<file path="config.mk">
export PLATFORM = sky130hd
export DESIGN_NAME = soft_mute_ramp
export DESIGN_NICKNAME = d
export VERILOG_FILES = /design/src/rtl/smr_pkg.sv /design/src/rtl/smr_gain_ctrl.sv /design/src/rtl/smr_scaler.sv /design/src/rtl/soft_mute_ramp.sv
export SDC_FILE = /design/constraint.sdc
export NUM_CORES = 1
export LEC_CHECK = 0
export BUFFER_PORTS_ARGS = -buffer_cell sky130_fd_sc_hd__buf_2
export CORE_ASPECT_RATIO = 1.25
export CORE_MARGIN = 4
export CORE_UTILIZATION = 60
export CTS_BUF_LIST = sky130_fd_sc_hd__clkbuf_2
export DETAILED_ROUTE_END_ITERATION = 10
export GPL_TIMING_DRIVEN = 0
export PLACE_DENSITY = 0.81
export SLEW_MARGIN = 20
export SYNTH_ARGS = -nofsm -noshare
export SYNTH_HDL_FRONTEND = slang
export SYNTH_HIERARCHICAL = 1
export SYNTH_SLANG_ARGS = --single-unit
</file>
<file path="constraint.sdc">
create_clock -name clk -period 10.5 [get_ports clk]
set_input_delay 3.15 -clock clk [delete_from_list [all_inputs] [get_ports clk]]
set_output_delay 3.15 -clock clk [all_outputs]
set_load 0.01 [all_outputs]
</file>
<file path="src/rtl/smr_pkg.sv">
package smr_pkg;

  localparam int DEF_DATA_W    = 20;
  localparam int DEF_RAMP_LOG2 = 10;

  typedef enum logic [1:0] {
    DIR_HOLD = 2'd0,
    DIR_DOWN = 2'd1,
    DIR_UP   = 2'd2
  } ramp_dir_t;

endpackage

</file>
<file path="src/rtl/smr_gain_ctrl.sv">
module smr_gain_ctrl
  import smr_pkg::*;
#(
  parameter int RAMP_LOG2 = DEF_RAMP_LOG2,
  localparam int GAIN_W   = RAMP_LOG2 + 1
) (
  input  logic              clk,
  input  logic              rst,
  input  logic              frame_tick,
  input  logic              mute_req,
  output logic [GAIN_W-1:0] gain,
  output logic              at_silence,
  output logic              at_unity
);

  localparam logic [GAIN_W-1:0] G_UNITY = GAIN_W'(1 << RAMP_LOG2);
  localparam logic [GAIN_W-1:0] G_ZERO  = '0;

  logic [GAIN_W-1:0] gain_q, gain_d;
  ramp_dir_t         dir;
  logic              silent_q, unity_q;

  // direction decision: the request picks the way, the end stops pick hold
  always_comb begin
    dir = DIR_HOLD;
    if (frame_tick) begin
      if (mute_req && gain_q != G_ZERO)
        dir = DIR_DOWN;
      else if (!mute_req && gain_q != G_UNITY)
        dir = DIR_UP;
    end
  end

  always_comb begin
    unique case (dir)
      DIR_DOWN: gain_d = gain_q - 1'b1;
      DIR_UP:   gain_d = gain_q + 1'b1;
      default:  gain_d = gain_q;
    endcase
  end

  always_ff @(posedge clk) begin
    if (rst) begin
      gain_q   <= G_UNITY;
      silent_q <= 1'b0;
      unity_q  <= 1'b1;
    end else begin
      gain_q   <= gain_d;
      silent_q <= (gain_d == G_ZERO);
      unity_q  <= (gain_d == G_UNITY);
    end
  end

  assign gain       = gain_q;
  assign at_silence = silent_q;
  assign at_unity   = unity_q;

  // downward step of exactly one per tick
  p_step_down_r2: assert property (@(posedge clk) disable iff (rst)
    (frame_tick && mute_req && gain_q != G_ZERO) |=> gain_q == $past(gain_q) - 1'b1);

  // upward step of exactly one per tick
  p_step_up_r3: assert property (@(posedge clk) disable iff (rst)
    (frame_tick && !mute_req && gain_q != G_UNITY) |=> gain_q == $past(gain_q) + 1'b1);

  // no movement without a tick
  p_hold_r5: assert property (@(posedge clk) disable iff (rst)
    !frame_tick |=> $stable(gain_q));

  // never above unity
  p_range_r5: assert property (@(posedge clk) disable iff (rst)
    gain_q <= G_UNITY);

endmodule

</file>
<file path="src/rtl/smr_scaler.sv">
module smr_scaler
  import smr_pkg::*;
#(
  parameter int DATA_W    = DEF_DATA_W,
  parameter int RAMP_LOG2 = DEF_RAMP_LOG2,
  localparam int GAIN_W   = RAMP_LOG2 + 1,
  localparam int PROD_W   = DATA_W + GAIN_W + 1
) (
  input  logic                     clk,
  input  logic                     rst,
  input  logic signed [DATA_W-1:0] din,
  input  logic        [GAIN_W-1:0] gain,
  output logic signed [DATA_W-1:0] dout
);

  // added to negative products so the arithmetic shift truncates toward zero
  localparam logic signed [PROD_W-1:0] TRUNC_BIAS =
    {{(PROD_W-RAMP_LOG2){1'b0}}, {RAMP_LOG2{1'b1}}};

  logic signed [PROD_W-1:0] prod;
  logic signed [PROD_W-1:0] bias;
  logic signed [DATA_W-1:0] scaled;
  logic signed [DATA_W-1:0] dout_q;

  always_comb begin
    prod   = din * $signed({1'b0, gain});
    bias   = prod[PROD_W-1] ? TRUNC_BIAS : '0;
    scaled = DATA_W'((prod + bias) >>> RAMP_LOG2);
  end

  always_ff @(posedge clk) begin
    if (rst) dout_q <= '0;
    else     dout_q <= scaled;
  end

  assign dout = dout_q;

  // truncation toward zero never flips or invents a sign
  p_sign_pos_r6: assert property (@(posedge clk) disable iff (rst)
    (din >= 0) |=> (dout >= 0));

  p_sign_neg_r6: assert property (@(posedge clk) disable iff (rst)
    (din < 0) |=> (dout <= 0));

endmodule

</file>
<file path="src/rtl/soft_mute_ramp.sv">
module soft_mute_ramp
  import smr_pkg::*;
#(
  parameter int DATA_W    = DEF_DATA_W,
  parameter int RAMP_LOG2 = DEF_RAMP_LOG2
) (
  input  logic                     clk,
  input  logic                     rst,
  input  logic                     frame_tick,
  input  logic                     mute_req,
  input  logic signed [DATA_W-1:0] in_l,
  input  logic signed [DATA_W-1:0] in_r,
  output logic signed [DATA_W-1:0] out_l,
  output logic signed [DATA_W-1:0] out_r,
  output logic                     at_silence,
  output logic                     at_unity
);

  localparam int GAIN_W = RAMP_LOG2 + 1;
  localparam int N_CH   = 2;

  logic [GAIN_W-1:0]        gain;
  logic signed [DATA_W-1:0] ch_in  [N_CH];
  logic signed [DATA_W-1:0] ch_out [N_CH];

  smr_gain_ctrl #(.RAMP_LOG2(RAMP_LOG2)) u_ctrl (
    .clk        (clk),
    .rst        (rst),
    .frame_tick (frame_tick),
    .mute_req   (mute_req),
    .gain       (gain),
    .at_silence (at_silence),
    .at_unity   (at_unity)
  );

  assign ch_in[0] = in_l;
  assign ch_in[1] = in_r;

  for (genvar c = 0; c < N_CH; c++) begin : g_chan
    smr_scaler #(.DATA_W(DATA_W), .RAMP_LOG2(RAMP_LOG2)) u_scale (
      .clk  (clk),
      .rst  (rst),
      .din  (ch_in[c]),
      .gain (gain),
      .dout (ch_out[c])
    );
  end

  assign out_l = ch_out[0];
  assign out_r = ch_out[1];

  // silence flag means the next outputs are zero
  p_silent_zero_r7: assert property (@(posedge clk) disable iff (rst)
    at_silence |=> (out_l == '0 && out_r == '0));

  // unity flag means the next outputs copy the inputs
  p_unity_pass_r8: assert property (@(posedge clk) disable iff (rst)
    at_unity |=> (out_l == $past(in_l) && out_r == $past(in_r)));

  // the two end flags exclude each other
  p_flags_excl_r9: assert property (@(posedge clk) disable iff (rst)
    !(at_silence && at_unity));

endmodule

</file>
==> impl_metrics.ini <==
[outcome]
status = finished, final reports clean

[floorplan]
dieArea_mm2 = 0.0355
start_util_pct = 61.1
coreArea_mm2 = 0.0320
io_pins = 86
fp.dieH_um = 210
num_rows = 73
dieWidth_um = 169

[layout]
drive_above_1_share_pct = 7.18
mostFrequentLayoutCell = inv_1
areaGrowthSynthToFinish_pct = 5.15
num-nets-final = 2999
layout_common_cells = inv_1, fa_1, nand2_1
fin_area_mm2 = 0.0205

[synthesis]
synth.area.top_cells = fa_1, inv_1, ha_1, nand2_1, dfxtp_1
synth.net_count = 2915
ys.flop_type = dfxtp_1
ys_ff_latch = 53
synth_seq_area_share_pct = 5.43
synth-edff-count = 0
netlist_instances = 2324
syn_avg_cell_area_um2 = 8.40
synth_cell_types = 89
yosysTopAreaCell = fa_1
synth_top_cell_area_share_pct = 40.5
synthArstFlopShare_pct = 0
syn_area_mm2 = 0.0195
synth_warnings = 6

[global_route]
grt_first_pass_wirelength_mm = 83.5
grt_max_degree = 17
track_usage_pct = 29.0
grt_overflow_total = 0
grt_pass1_vias = 17600
antenna_found_initial = 1

[timing]
min_period_over_period_pct = 97.2
setup_viol = 0
worst_pin_slew_ps = 1000
max-slew-margin-rel_pct = 33.0
max_freq_mhz = 98.0
rsz0062_at_grt = false
hold_violations = 0
finalSetupTns_ps = 0
fin_crit_ps = 10210
fin_worst_skew_ps = 95.0
slew_viol_final = 0

[clock_tree]
worstSkewPairLatency_ps = 640
cts.htree.levels = 2
cts_sinks = 53
cts_root_buf = clkbuf_2
cts_hold_buffers = 0
worst_setup_hold_path_clk_slew_ps = 330
cts_buffers = 5
cts_tree = yes
clk_path_buf_depth = 2

[place]
dp.final_hpwl_mm = 42.2
postPlaceCellArea_mm2 = 0.0205
port_buffers = 85
gp_congestion = 0.936

[critical_path]
r2r-start = u_ctrl/gain[0]
worstPathMaxFanout = 10
cpMaxStageDelayCell = fa_1
worstSetupEndpointType = flop
crit_type = in2reg
reg2reg_slack_ps = 1860
start_kind = input pin
worstPathArrival_ps = 10680
r2r_cells = 29
cpPeakStageDelay_ps = 560
path_common_cell = fa_1
worstReg2RegEnd = g_chan[1].u_scale/dout[6]
critPathRequiredTime_ps = 10980

[detailed_routing]
vias = 16000
drt-initial-drc-count = 772
drc = 0
drt-total-wl_mm = 49.4
ant_nets = 0
wl_per_cell_um = 17.5
viasPerCell = 5.67
dr.pass1.iters = 7

[worst_hold_path]
hp-class = reg2reg
hold_end = u_ctrl/gain[5]
worstHoldStart = u_ctrl/gain[5]
holdPathStages = 2

[run]
maxCapViolCount = 0
## stage by stage
stage	utilization [%]	worst slack (ps)	hold WS, ps	std cells
final	64.2	292	583	2822
after global routing	64.2	11.8	607	2822
after CTS	64.2	114	577	2829
after detailed placement	64.0	-1060	550	2821
after global placement	64.0	-985	543	2821
after floorplan	-	414	489	2324
## layer usage
metal	global-route usage [%]	part of all wire (%)	up-vias
li1	-	-	7232
met1	30.7	34	7930
met2	53.9	54	637
met3	4.09	5.4	197
met4	17.6	6.6	0
met5	0	0	-
## synth_stat cells, types with 5 or more instances
cell	count
a211oi_1	17
a211oi_2	5
a21o_1	21
a21oi_1	75
a31oi_1	5
and2_1	127
and3_1	9
buf_2	7
clkbuf_1	95
dfxtp_1	53
fa_1	395
ha_1	152
inv_1	552
nand2_1	370
nand3_1	25
nand4_1	16
nor2_1	68
nor2b_1	8
nor3_1	22
nor3b_1	9
nor4_1	6
o211ai_1	6
o21a_1	15
o21ai_0	34
o21bai_1	14
or2_2	5
or3_1	8
or4_1	8
xnor2_1	51
xor2_1	27
## repair_timing
action | 4_1_cts | 5_1_grt
setup endpoints to repair | 7 | 25
endpoints found under the hold margin | 0 | 0
gates resized for setup | 4 | 4
pin swaps | 0 | 3
buffers inserted | 0 | 2
cloned | 0 | 0
## worst max-delay path, delay by kind of cell
family          cells  cell delay, ps
simple gates       10            2280
compound gates      6            1220
fa+ha+maj           7            3020
xor+xnor            1             210
buf+inv             6             830
## area by class of cell
class	count	area, µm²
multi-input combinational	1610	16000
fill	2664	11400
inverter	552	2070
sequential	53	1060
tap	412	515
timing repair buffer	87	440
buffer	99	429
clock buffer	6	30.0
clock inverter	2	15.0
antenna	1	2.50
## logic make-up (layout without fill, tap and decap cells)
family                     count (synthesis)  count (layout)  synth area share, %
DFF                                       53              53                 5.43
buffers and inverters                    661             746                 13.0
and+or+nand+nor                          713             713                 17.6
AOI/OAI and AO/OA                        263             263                 9.70
other                                      0               1                    0
xor gates and xnor gates                  78              78                 3.50
muxes                                      9               9                0.506
adders and majority gates                547             547                 50.2
## flip-flops by register name (all words and copies together) (netlist names)
signal and flops:
g_chan.u_scale/dout 40, u_ctrl/gain 11, u_ctrl/at_unity 1, u_ctrl/at_silence 1
## worst max-delay path by stage
stage	from	end	depth (start not counted)
after floorplan	in_l[19]	g_chan[0].u_scale/dout[19]	27
after global placement	in_l[19]	g_chan[0].u_scale/dout[19]	28
after detailed placement	in_l[19]	g_chan[0].u_scale/dout[19]	28
after CTS	in_l[19]	g_chan[0].u_scale/dout[19]	28
after global routing	in_r[10]	g_chan[1].u_scale/dout[6]	30
final	in_r[2]	g_chan[1].u_scale/dout[6]	30
Power is not shown: default switching activity piles up to over one toggle a cycle in this logic, so the estimate is an artifact.
